--- src/rtl/spi_mem_pkg.sv ---
// Shared command codes and frame phases of the serial memory command engine.
package spi_mem_pkg;
    localparam logic [7:0] OP_WR_EN   = 8'h06;
    localparam logic [7:0] OP_WR_DIS  = 8'h04;
    localparam logic [7:0] OP_STAT_RD = 8'h05;
    localparam logic [7:0] OP_STAT_WR = 8'h01;
    localparam logic [7:0] OP_ARR_RD  = 8'h03;
    localparam logic [7:0] OP_ARR_WR  = 8'h02;

    typedef enum logic [2:0] {
        PH_CODE, PH_ADDR, PH_RDATA, PH_STAT, PH_WDATA, PH_SRIN, PH_ENDWAIT, PH_MUTE
    } phase_t;
endpackage

--- src/rtl/spi_in_sync.sv ---
// Two-flop synchroniser bank for asynchronous pins.
// Assumes: pins are slower than clk by at least 4x. The lowest EDGE_W bits
// also get a change flag (current synced level differs from the previous one).
module spi_in_sync #(
    parameter int W      = 4,
    parameter int EDGE_W = 3,
    parameter logic [W-1:0] RST_VAL = '0
) (
    input  logic              clk,
    input  logic              rst_n,
    input  logic [W-1:0]      pin_i,
    output logic [W-1:0]      lvl_o,
    output logic [EDGE_W-1:0] chg_o
);
    logic [W-1:0] meta_q, sync_q;
    logic [EDGE_W-1:0] prev_q;

    // two-stage capture of every pin
    always_ff @(posedge clk) begin
        if (!rst_n) begin
            meta_q <= RST_VAL;
            sync_q <= RST_VAL;
        end else begin
            meta_q <= pin_i;
            sync_q <= meta_q;
        end
    end

    generate
        for (genvar g = 0; g < EDGE_W; g++) begin : g_edge
            // previous synced level for change detection
            always_ff @(posedge clk) begin
                if (!rst_n) prev_q[g] <= RST_VAL[g];
                else        prev_q[g] <= sync_q[g];
            end
            assign chg_o[g] = sync_q[g] ^ prev_q[g];
        end
    endgenerate

    assign lvl_o = sync_q;
endmodule

--- src/rtl/spi_tx_shift.sv ---
// Output shifter: on each step it drives the next bit, MSB first; at a byte
// boundary it reloads from din_i and flags the load so the caller can advance.
// Assumes: clear_i is high whenever the frame is not selected.
module spi_tx_shift #(
    parameter int BYTE_W = 8
) (
    input  logic              clk,
    input  logic              rst_n,
    input  logic              clear_i,
    input  logic              step_i,
    input  logic [BYTE_W-1:0] din_i,
    output logic              bit_o,
    output logic              load_o
);
    localparam int CW = $clog2(BYTE_W);

    logic [BYTE_W-2:0] sh_q;
    logic [CW-1:0]     left_q;

    assign load_o = step_i && (left_q == '0);

    // shift or reload on each falling-clock step
    always_ff @(posedge clk) begin
        if (!rst_n || clear_i) begin
            sh_q   <= '0;
            left_q <= '0;
            bit_o  <= 1'b0;
        end else if (load_o) begin
            bit_o  <= din_i[BYTE_W-1];
            sh_q   <= din_i[BYTE_W-2:0];
            left_q <= CW'(BYTE_W - 1);
        end else if (step_i) begin
            bit_o  <= sh_q[BYTE_W-2];
            sh_q   <= {sh_q[BYTE_W-3:0], 1'b0};
            left_q <= left_q - CW'(1);
        end
    end
endmodule

--- src/rtl/spi_mem_cmd.sv ---
// SPI slave command engine for a byte-addressed serial memory (modes 0 and 3).
// Assumes: clk runs at least 4x faster than SCK; rd_data_i follows rd_addr_o
// combinationally; busy_i and status_i come from the external write controller.
module spi_mem_cmd #(
    parameter int ADDR_BITS = 12,
    parameter int PAGE_BITS = 5
) (
    input  logic                 clk,
    input  logic                 rst_n,
    input  logic                 spi_sck,
    input  logic                 spi_csn,
    input  logic                 spi_mosi,
    input  logic                 spi_hold_n,
    output logic                 spi_miso,
    output logic                 spi_miso_oe,
    input  logic                 busy_i,
    input  logic [7:0]           status_i,
    output logic [ADDR_BITS-1:0] rd_addr_o,
    input  logic [7:0]           rd_data_i,
    output logic                 wr_byte_valid_o,
    output logic [ADDR_BITS-1:0] wr_addr_o,
    output logic [7:0]           wr_byte_o,
    output logic                 wr_commit_o,
    output logic [7:0]           sr_data_o,
    output logic                 sr_commit_o,
    output logic                 wel_set_o,
    output logic                 wel_clr_o
);
    import spi_mem_pkg::*;

    localparam int AW = ADDR_BITS;
    localparam int PB = PAGE_BITS;

    // pin order: 0 sck, 1 csn, 2 hold_n, 3 mosi
    logic [3:0] lvl;
    logic [2:0] chg;

    spi_in_sync #(.W(4), .EDGE_W(3), .RST_VAL(4'b0110)) u_sync (
        .clk   (clk),
        .rst_n (rst_n),
        .pin_i ({spi_mosi, spi_hold_n, spi_csn, spi_sck}),
        .lvl_o (lvl),
        .chg_o (chg)
    );

    logic sck_l, cs_l, si_l, cs_rise, hold_rise, hold_fall;
    assign sck_l     = lvl[0];
    assign cs_l      = lvl[1];
    assign si_l      = lvl[3];
    assign cs_rise   = chg[1] && lvl[1];
    assign hold_rise = chg[2] && lvl[2];
    assign hold_fall = chg[2] && !lvl[2];

    logic pause_q, pause_n;

    // next hold-pause state: hold edges count only while SCK is low
    always_comb begin
        pause_n = pause_q;
        if (cs_l)                        pause_n = 1'b0;
        else if (hold_fall && !sck_l)    pause_n = 1'b1;
        else if (hold_rise && !sck_l)    pause_n = 1'b0;
    end

    // hold-pause register
    always_ff @(posedge clk) begin
        if (!rst_n) pause_q <= 1'b0;
        else        pause_q <= pause_n;
    end

    logic sck_up, sck_dn;
    assign sck_up = chg[0] && sck_l  && !cs_l && !pause_q;
    assign sck_dn = chg[0] && !sck_l && !cs_l && !pause_q;

    phase_t         phase_q;
    logic [6:0]     rx_q;
    logic [2:0]     bit_q;
    logic [7:0]     addr_hi_q;
    logic           addr_cnt_q, is_read_q, is_set_q;
    logic [AW-1:0]  rd_ptr_q, wr_ptr_q;
    logic           wr_pend_q, sr_pend_q, tx_started_q;
    logic           byte_done;
    logic [7:0]     byte_val;

    assign byte_done = sck_up && (bit_q == 3'd7);
    assign byte_val  = {rx_q, si_l};

    logic tx_step, tx_load, tx_bit;
    assign tx_step = sck_dn && (phase_q == PH_RDATA || phase_q == PH_STAT);

    spi_tx_shift #(.BYTE_W(8)) u_tx (
        .clk     (clk),
        .rst_n   (rst_n),
        .clear_i (cs_l),
        .step_i  (tx_step),
        .din_i   ((phase_q == PH_RDATA) ? rd_data_i : status_i),
        .bit_o   (tx_bit),
        .load_o  (tx_load)
    );

    // frame sequencer: code decode, address gathering, byte hand-off, end-of-frame pulses
    always_ff @(posedge clk) begin
        if (!rst_n) begin
            phase_q <= PH_CODE;   rx_q <= '0;        bit_q <= '0;
            addr_hi_q <= '0;      addr_cnt_q <= 1'b0; is_read_q <= 1'b0;
            is_set_q <= 1'b0;     rd_ptr_q <= '0;    wr_ptr_q <= '0;
            wr_pend_q <= 1'b0;    sr_pend_q <= 1'b0; tx_started_q <= 1'b0;
            wr_byte_valid_o <= 1'b0; wr_addr_o <= '0; wr_byte_o <= '0;
            wr_commit_o <= 1'b0;  sr_data_o <= '0;   sr_commit_o <= 1'b0;
            wel_set_o <= 1'b0;    wel_clr_o <= 1'b0; spi_miso_oe <= 1'b0;
        end else begin
            wr_byte_valid_o <= 1'b0;
            wr_commit_o     <= 1'b0;
            sr_commit_o     <= 1'b0;
            wel_set_o       <= 1'b0;
            wel_clr_o       <= 1'b0;
            if (cs_l) begin
                if (cs_rise) begin
                    wel_set_o   <= (phase_q == PH_ENDWAIT) && is_set_q;
                    wel_clr_o   <= (phase_q == PH_ENDWAIT) && !is_set_q;
                    wr_commit_o <= wr_pend_q;
                    sr_commit_o <= sr_pend_q;
                end
                phase_q <= PH_CODE;  bit_q <= '0;  addr_cnt_q <= 1'b0;
                wr_pend_q <= 1'b0;   sr_pend_q <= 1'b0;
                tx_started_q <= 1'b0; spi_miso_oe <= 1'b0;
            end else begin
                if (sck_up) begin
                    rx_q  <= byte_val[6:0];
                    bit_q <= bit_q + 3'd1;
                    if (phase_q == PH_ENDWAIT) phase_q <= PH_MUTE;
                end
                if (byte_done) begin
                    case (phase_q)
                        PH_CODE: begin
                            if (busy_i && byte_val != OP_STAT_RD) phase_q <= PH_MUTE;
                            else begin
                                case (byte_val)
                                    OP_WR_EN:   begin phase_q <= PH_ENDWAIT; is_set_q <= 1'b1; end
                                    OP_WR_DIS:  begin phase_q <= PH_ENDWAIT; is_set_q <= 1'b0; end
                                    OP_STAT_RD: phase_q <= PH_STAT;
                                    OP_STAT_WR: phase_q <= PH_SRIN;
                                    OP_ARR_RD:  begin phase_q <= PH_ADDR; is_read_q <= 1'b1; end
                                    OP_ARR_WR:  begin phase_q <= PH_ADDR; is_read_q <= 1'b0; end
                                    default:    phase_q <= PH_MUTE;
                                endcase
                            end
                        end
                        PH_ADDR: begin
                            if (!addr_cnt_q) begin
                                addr_hi_q  <= byte_val;
                                addr_cnt_q <= 1'b1;
                            end else if (is_read_q) begin
                                rd_ptr_q <= AW'({addr_hi_q, byte_val});
                                phase_q  <= PH_RDATA;
                            end else begin
                                wr_ptr_q <= AW'({addr_hi_q, byte_val});
                                phase_q  <= PH_WDATA;
                            end
                        end
                        PH_WDATA: begin
                            wr_byte_valid_o <= 1'b1;
                            wr_byte_o       <= byte_val;
                            wr_addr_o       <= wr_ptr_q;
                            wr_ptr_q        <= {wr_ptr_q[AW-1:PB], wr_ptr_q[PB-1:0] + PB'(1)};
                            wr_pend_q       <= 1'b1;
                        end
                        PH_SRIN: begin
                            sr_data_o <= byte_val;
                            sr_pend_q <= 1'b1;
                            phase_q   <= PH_MUTE;
                        end
                        default: ;
                    endcase
                end
                if (tx_load) begin
                    tx_started_q <= 1'b1;
                    if (phase_q == PH_RDATA) rd_ptr_q <= rd_ptr_q + AW'(1);
                end
                spi_miso_oe <= !pause_n && (tx_started_q || tx_load);
            end
        end
    end

    assign rd_addr_o = rd_ptr_q;
    assign spi_miso  = tx_bit;


    oe_off_after_deselect_chk: assert property (@(posedge clk) disable iff (!rst_n)
        cs_rise |=> !spi_miso_oe);

    hold_quiet_chk: assert property (@(posedge clk) disable iff (!rst_n)
        pause_q |-> !spi_miso_oe);

    wel_at_frame_end_chk: assert property (@(posedge clk) disable iff (!rst_n)
        (wel_set_o || wel_clr_o) |-> $past(cs_rise));

    commit_at_frame_end_chk: assert property (@(posedge clk) disable iff (!rst_n)
        wr_commit_o |-> $past(cs_rise));

    sr_commit_at_frame_end_chk: assert property (@(posedge clk) disable iff (!rst_n)
        sr_commit_o |-> $past(cs_rise));

    wr_byte_needs_select_chk: assert property (@(posedge clk) disable iff (!rst_n)
        wr_byte_valid_o |-> !$past(cs_l));
endmodule

--- config.mk ---
export PLATFORM = sky130hd
export DESIGN_NAME = spi_mem_cmd
export DESIGN_NICKNAME = d
export VERILOG_FILES = /design/src/rtl/spi_mem_pkg.sv /design/src/rtl/spi_in_sync.sv /design/src/rtl/spi_tx_shift.sv /design/src/rtl/spi_mem_cmd.sv
export SDC_FILE = /design/constraint.sdc
export NUM_CORES = 1
export LEC_CHECK = 0
export ABC_AREA = 0
export BUFFER_PORTS_ARGS = -buffer_cell sky130_fd_sc_hd__clkbuf_2
export CORE_UTILIZATION = 45
export DETAILED_ROUTE_END_ITERATION = 8
export PLACE_DENSITY = 0.66
export SYNTH_ARGS = -nofsm -noshare
export SYNTH_HDL_FRONTEND = slang
export SYNTH_SLANG_ARGS = --single-unit
--- constraint.sdc ---
create_clock -name clk -period 5.9 [get_ports clk]
set_input_delay 0.295 -clock clk [delete_from_list [all_inputs] [get_ports clk]]
set_output_delay 0.295 -clock clk [all_outputs]
set_load 0.02 [all_outputs]
==> results.sh, run 1 <==
export IMPL_dieWidth_um=100
export IMPL_finalSetupTns_ns=0
export IMPL_area_growth_pct=14.0
export IMPL_hpwl_um=6850
export IMPL_die_area_mm2=0.0101
export IMPL_netlist_area_mm2=0.00436
export IMPL_ys_warn_count=0
export IMPL_cp_depth=4
export IMPL_io_pins=70
export IMPL_crit_family="compound AO/OA/AOI/OAI gates"
export IMPL_track_usage_pct=20.9
export IMPL_clk_latency_ns=0.37
export IMPL_clkSlewWorstSetupHoldPaths_ns=0.09
export IMPL_rr_worst_depth=4
export IMPL_slew_headroom_pct=21.3
export IMPL_drv_cap=0
export IMPL_holdBufCountCts=0
export IMPL_gr_usage_met2_pct=36.1
export IMPL_drc=0
export IMPL_cts_num_sinks=104
export IMPL_slowest_stage="nor4b_2"
export IMPL_start_util_pct=46.8
export IMPL_dr_first_iter_drc_count=205
export IMPL_cts_buffers=9
export IMPL_drt_pass1_iter_count=4
export IMPL_synth_top_area_share_pct=47.7
export IMPL_final_core_util_pct=53.3
export IMPL_arrival_ns=2.92
export IMPL_clockBufferDepth=2
export IMPL_synth_top_cells_by_area="dfxtp_1 (48%), mux2i_1 (8.0%), nor2_1 (5.5%)"
export IMPL_synthFlopType="dfxtp_1"
export IMPL_synth_top_cell_by_area="dfxtp_1"
export IMPL_overflow=0
export IMPL_fin_worst_skew_ns=0.0155
export IMPL_maxSlewViolCount=0
export IMPL_io_buffers=69
export IMPL_crit_path_max_fanout=13
export IMPL_place_congestion=0.831
export IMPL_htreeDepth=3
export IMPL_p_per_area_mw_per_mm2=237
export IMPL_synthDistinctLibCells=59
export IMPL_num_rows=35
export IMPL_synth_edff_count=0
export IMPL_path_class="reg -> reg"
export IMPL_rsz0062_at_grt="false"
export IMPL_ys_seq_area_share_pct=47.7
export IMPL_cp_start_kind="register"
export IMPL_antenna_found_initial=0
export IMPL_ys_ff_latch=104
export IMPL_period_minus_slack_ns=2.62
export IMPL_grt_max_degree=63
export IMPL_vias=3612
export IMPL_grt_pass1_vias=3435
export IMPL_drive_gt1_share_pct=19.5
export IMPL_cts_resized=0
export IMPL_post_route_period_util_pct=44.4
export IMPL_finalHoldViolations=0
export IMPL_synth_nets=509
export IMPL_crit_buf_inv=0
export IMPL_syn_area_per_cell_um2=9.09
export IMPL_async_flop_share_pct=0
export IMPL_met1_usage_pct=26.4
export IMPL_cts_root_buffer="clkbuf_8"
export IMPL_nNetsFinal=563
export IMPL_tightest_slew_ns=1.18
export IMPL_cp_cell_sequence="nor4b_2 > o2111ai_1 > a21oi_1 > o221a_2"
export IMPL_die_height_um=100
export IMPL_top_usage_layer="met2"
export IMPL_cts_tree="yes"
export IMPL_drt_total_wl_um=10000
export IMPL_max_freq_ghz=0.382
export IMPL_grtUsageMet3_pct=3.74
export IMPL_post_cts_buffers=0
export IMPL_ir_worst_vdd_mv=0.154
export IMPL_wl_per_cell_um=15.0
export IMPL_syn_inst=480
export IMPL_critPathRequiredTime_ns=6.20
export IMPL_p_leak_nw=2.02
export IMPL_outcome="finished, final reports clean"
export IMPL_grt_pass1_wl_um=16600
export IMPL_cp_end_kind="register"
export IMPL_diodes=0
export IMPL_hold_path_depth=2
export IMPL_hp_class="in -> reg"
export IMPL_fp_coreArea_mm2=0.00933
export IMPL_max_stage_delay_ns=1.03
export IMPL_setup_viol_count_final=0
export IMPL_ant_nets=0
export IMPL_viasPerCell=5.41
-- area by class of cell --
| type | instances | area (µm²) |
|---|---|---|
| inverters | 10 | 37.5 |
| clock buffers | 10 | 128 |
| multi-input cells | 336 | 2120 |
| well taps | 129 | 161 |
| repair buffers | 73 | 375 |
| fillers | 903 | 4350 |
| flip-flops and latches | 104 | 2080 |
| clock inverters | 6 | 66.3 |
-- state kept, by name, indices dropped and copies added (netlist names), 3 cells and up --
signal,flops
addr_hi_q,4
bit_q,3
phase_q,3
rd_addr_o,12
rx_q,7
sr_data_o,8
u_sync.lvl_o,4
u_sync.meta_q,4
u_sync.prev_q,3
u_tx.left_q,3
u_tx.sh_q,7
wr_addr_o,12
wr_byte_o,8
wr_ptr_q,12
-- cell usage after synthesis (3+ instances only) --
cell type  number
dfxtp_1       104
nor2_1         64
nand2_1        44
mux2i_1        35
a21oi_1        29
clkbuf_1       21
nand3_1        16
a211oi_1       13
nand2b_1       12
and2_1          9
inv_1           8
nor3_1          8
o21ai_0         8
nor2b_1         7
ha_1            6
or3_1           6
o32ai_1         5
a311oi_1        4
a31oi_1         4
buf_1           4
buf_2           4
mux2_2          4
nor3_2          4
nor3b_1         4
or4_1           4
a21o_1          3
a41o_1          3
and3_1          3
nand3b_1        3
nor4_1          3
-- per-stage QoR --
| stage | cell area [µm²] | setup WS (ns) | total power, mW | hold slack, ns | cells |
|---|---|---|---|---|---|
| 6_report | 4970 | 3.28 | 1.18 | 0.113 | 668 |
| 3_3_place_gp | 4780 | 3.37 | 0.752 | 0.393 | 652 |
| 2_1_floorplan | 4360 | 3.79 | 0.740 | 0.368 | 480 |
| 3_5_place_dp | 4780 | 3.29 | 0.752 | 0.394 | 652 |
| 4_1_cts | 4970 | 3.27 | 1.20 | 0.0930 | 668 |
| 5_1_grt | 4970 | 2.92 | 1.22 | 0.113 | 668 |
-- path summary, 6_finish.rpt --
check | start | endpoint | slack, ns
max | u_sync.lvl_o[1] | wr_ptr_q[0] | 3.28
min reg2reg | u_sync.meta_q[1] | u_sync.lvl_o[1] | 0.41
min | spi_csn | u_sync.meta_q[1] | 0.11
max reg2reg | u_sync.lvl_o[1] | wr_ptr_q[0] | 3.28
-- cell families after synthesis --
family                     count (synthesis)  share of synthesized area, %
muxes                                     39                          9.06
adders and majority gates                  6                          1.72
xor gates and xnor gates                   1                         0.201
DFF                                      104                          47.7
and+or+nand+nor                          203                          24.0
buffers and inverters                     40                          3.73
AOI/OAI and AO/OA                         87                          13.6
-- routing by layer --
layer	up-vias	routed length, µm
met5	-	0
met4	0	130
met3	9	365
met2	85	4970
met1	1705	4580
li1	1813	-
-- power breakdown --
group          internal [mW]  switching [mW]
clock                  0.199           0.246
combinational         0.0126          0.0158
sequential             0.705         0.00282
total                  0.916           0.264
-- cell usage in the layout, fill, tap and decap left out, types with 4 or more instances in the layout --
cell type,count
dfxtp_1,104
clkbuf_2,69
nor2_1,64
nand2_1,44
mux2i_1,35
a21oi_1,29
nand3_1,16
a211oi_1,13
nand2b_1,12
and2_1,9
clkbuf_8,9
inv_1,8
nor3_1,8
o21ai_0,8
nor2b_1,7
or3_1,6
ha_1,6
o32ai_1,5
nor3_2,4
a311oi_1,4
nor3b_1,4
or4_1,4
a31oi_1,4
mux2_2,4
buf_4,4
Power figures use the tool's default switching activity.
==> inputs of run 2 (changes only) <==
Clock period 5.9 ns to 2.5 ns, I/O delays scaled along.
==> run 2 against run 1 <==
Count of clock-buffer cells in the layout unchanged. Global-route usage up 0.072 points. First-iteration DRC count up 13%. Sequential power up 140%. Core utilization up 1.4 points. Routed wire length down 0.90%. Non-clock buffer count up 14. Worst setup slack worse by 3.0 ns. Largest cell class unchanged. Die area unchanged. Total power up 140%.
==> results.sh, run 2 (synthesis results as in run 1) <==
export IMPL_outcome="finished, final reports clean"
export IMPL_cts_buffers=9
export IMPL_hpwl_um=6790
export IMPL_finalHoldViolations=0
export IMPL_drv_cap=0
export IMPL_pwr_share_seq_pct=59.2
export IMPL_vias=3709
export IMPL_die_area_mm2=0.0101
export IMPL_viasPerCell=5.44
export IMPL_diodes=0
export IMPL_seqCellArea_mm2=0.00208
export IMPL_crit_path_max_fanout=8
export IMPL_post_cts_buffers=0
export IMPL_tightest_slew_ns=0.776
export IMPL_grt_max_degree=62
export IMPL_fin_worst_skew_ns=0.00936
export IMPL_period_minus_slack_ns=2.23
export IMPL_hp_class="in -> reg"
export IMPL_path_class="reg -> reg"
export IMPL_finalSetupTns_ns=0
export IMPL_place_congestion=0.849
export IMPL_cts_tree="yes"
export IMPL_dieWidth_um=100
export IMPL_overflow=0
export IMPL_area_growth_pct=16.9
export IMPL_rsz0062_at_grt="false"
export IMPL_start_util_pct=46.8
export IMPL_p_per_area_mw_per_mm2=553
export IMPL_ant_nets=0
export IMPL_switching_share_pct=22.8
export IMPL_ir_worst_vdd_mv=0.385
export IMPL_die_height_um=100
export IMPL_cts_num_sinks=104
export IMPL_internal_power_mw=2.18
export IMPL_max_freq_ghz=0.448
export IMPL_fp_coreArea_mm2=0.00933
export IMPL_drc=0
export IMPL_final_cell_mix="dfxtp_1 (104), clkbuf_2 (69), nor2_1 (64), nand2_1 (44), mux2i_1 (35)"
export IMPL_htreeDepth=3
export IMPL_final_common_cell="dfxtp_1"
export IMPL_slew_headroom_pct=48.2
export IMPL_grt_pass1_wl_um=16700
export IMPL_setup_viol_count_final=0
export IMPL_hold_start="rst_n"
export IMPL_clk_latency_ns=0.36
export IMPL_cp_start_kind="register"
export IMPL_num_rows=35
export IMPL_cts_root_buffer="clkbuf_8"
export IMPL_drt_total_wl_um=9960
export IMPL_finalPower_mw=2.82
export IMPL_antenna_found_initial=0
export IMPL_p_leak_nw=2.09
export IMPL_clockBufferDepth=2
export IMPL_wl_per_cell_um=14.6
export IMPL_drive_gt1_share_pct=20.8
export IMPL_clkSlewWorstSetupHoldPaths_ns=0.10
export IMPL_cp_end_kind="register"
export IMPL_grt_pass1_vias=3504
export IMPL_r2r_start="u_tx.left_q[0]"
export IMPL_track_usage_pct=20.9
export IMPL_whs_ns=0.153
export IMPL_post_route_period_util_pct=89.3
export IMPL_io_pins=70
export IMPL_dr_first_iter_drc_count=232
export IMPL_clkPwrFrac_pct=38.3
export IMPL_nNetsFinal=577
export IMPL_power_frac_comb_pct=2.6
export IMPL_maxSlewViolCount=0
export IMPL_p_switching_mw=0.645
export IMPL_arrival_ns=2.52
export IMPL_critPathRequiredTime_ns=2.79
export IMPL_drt_pass1_iter_count=4
export IMPL_fillers=919
export IMPL_multiInputGateArea_mm2=0.00212
export IMPL_io_buffers=69
export IMPL_startpoint="u_tx.left_q[0]"
==> run 2: cell count changes in the layout (fill, tap and decap cells not counted) <==
cell | before | now
inv_6 | 2 | 0
buf_4 | 4 | 14
clkinvlp_4 | 0 | 1
inv_8 | 0 | 2
clkinv_4 | 1 | 2
dlygate4sd3_1 | 0 | 4
clkinv_2 | 2 | 0
==> run 2: area by class of cell <==
class | count | share of cell area, %
sequential | 104 | 40.8
clock inverter | 6 | 1.52
tap | 129 | 3.16
clock buffer | 10 | 2.50
multi-input combinational | 336 | 41.6
timing repair buffer | 87 | 9.61
inverter | 10 | 0.736
==> run 2: power by group through the flow <==
stage	Clock [mW]	Combinational [mW]	Sequential (mW)
6_report	1.08	0.0731	1.67
5_1_grt	1.18	0.0816	1.67
4_1_cts	1.11	0.0738	1.67
3_5_place_dp	0	0.0689	1.71
3_3_place_gp	0	0.0679	1.71
2_1_floorplan	0	0.0429	1.70
==> run 2: path summary, 6_finish.rpt <==
check                                        to  depth (start not counted)  slack, ns
worst max-delay path              rd_addr_o[11]                          6       0.27
worst min-delay path            u_sync.lvl_o[2]                          2       0.15
worst max register to register    rd_addr_o[11]                          6       0.27
worst min register to register  u_sync.lvl_o[1]                          1       0.42
==> run 2: metrics by stage <==
| stage | instance area [µm²] | setup slack [ns] | std cells | utilization, % |
|---|---|---|---|---|
| final | 5100 | 0.267 | 682 | 54.7 |
| after global routing | 5100 | 0.169 | 682 | 54.7 |
| after CTS | 5100 | 0.267 | 682 | 54.7 |
| after detailed placement | 4860 | 0.292 | 662 | 52.1 |
| after global placement | 4860 | 0.313 | 662 | 52.1 |
| after floorplan | 4360 | 0.391 | 480 | - |
==> run 2: critical path, cell delays in order, from the launching register on <==
cell	delay, ns
dfxtp_1	0.33
inv_1	0.08
ha_1	0.19
or4b_1	0.52
or3_1	0.45
or4_1	0.43
a31oi_1	0.17
==> run 2: per-layer routing <==
layer | vias up | part of all wire [%] | routed length, µm | GRT usage (%)
li1 | 1838 | - | - | -
met1 | 1757 | 45 | 4500 | 26.6
met2 | 106 | 49 | 4890 | 36.0
met3 | 8 | 4.8 | 476 | 3.81
met4 | 0 | 0.87 | 87 | 6.47
met5 | - | 0 | 0 | 0
==> run 2: repair_timing <==
| action | 4_1_cts | 5_1_grt |
|---|---|---|
| endpoints found under the hold margin | 4 | 0 |
| hold buffers | 4 | 0 |
| setup endpoints to repair | 0 | 0 |
| resized for setup | 0 | 0 |
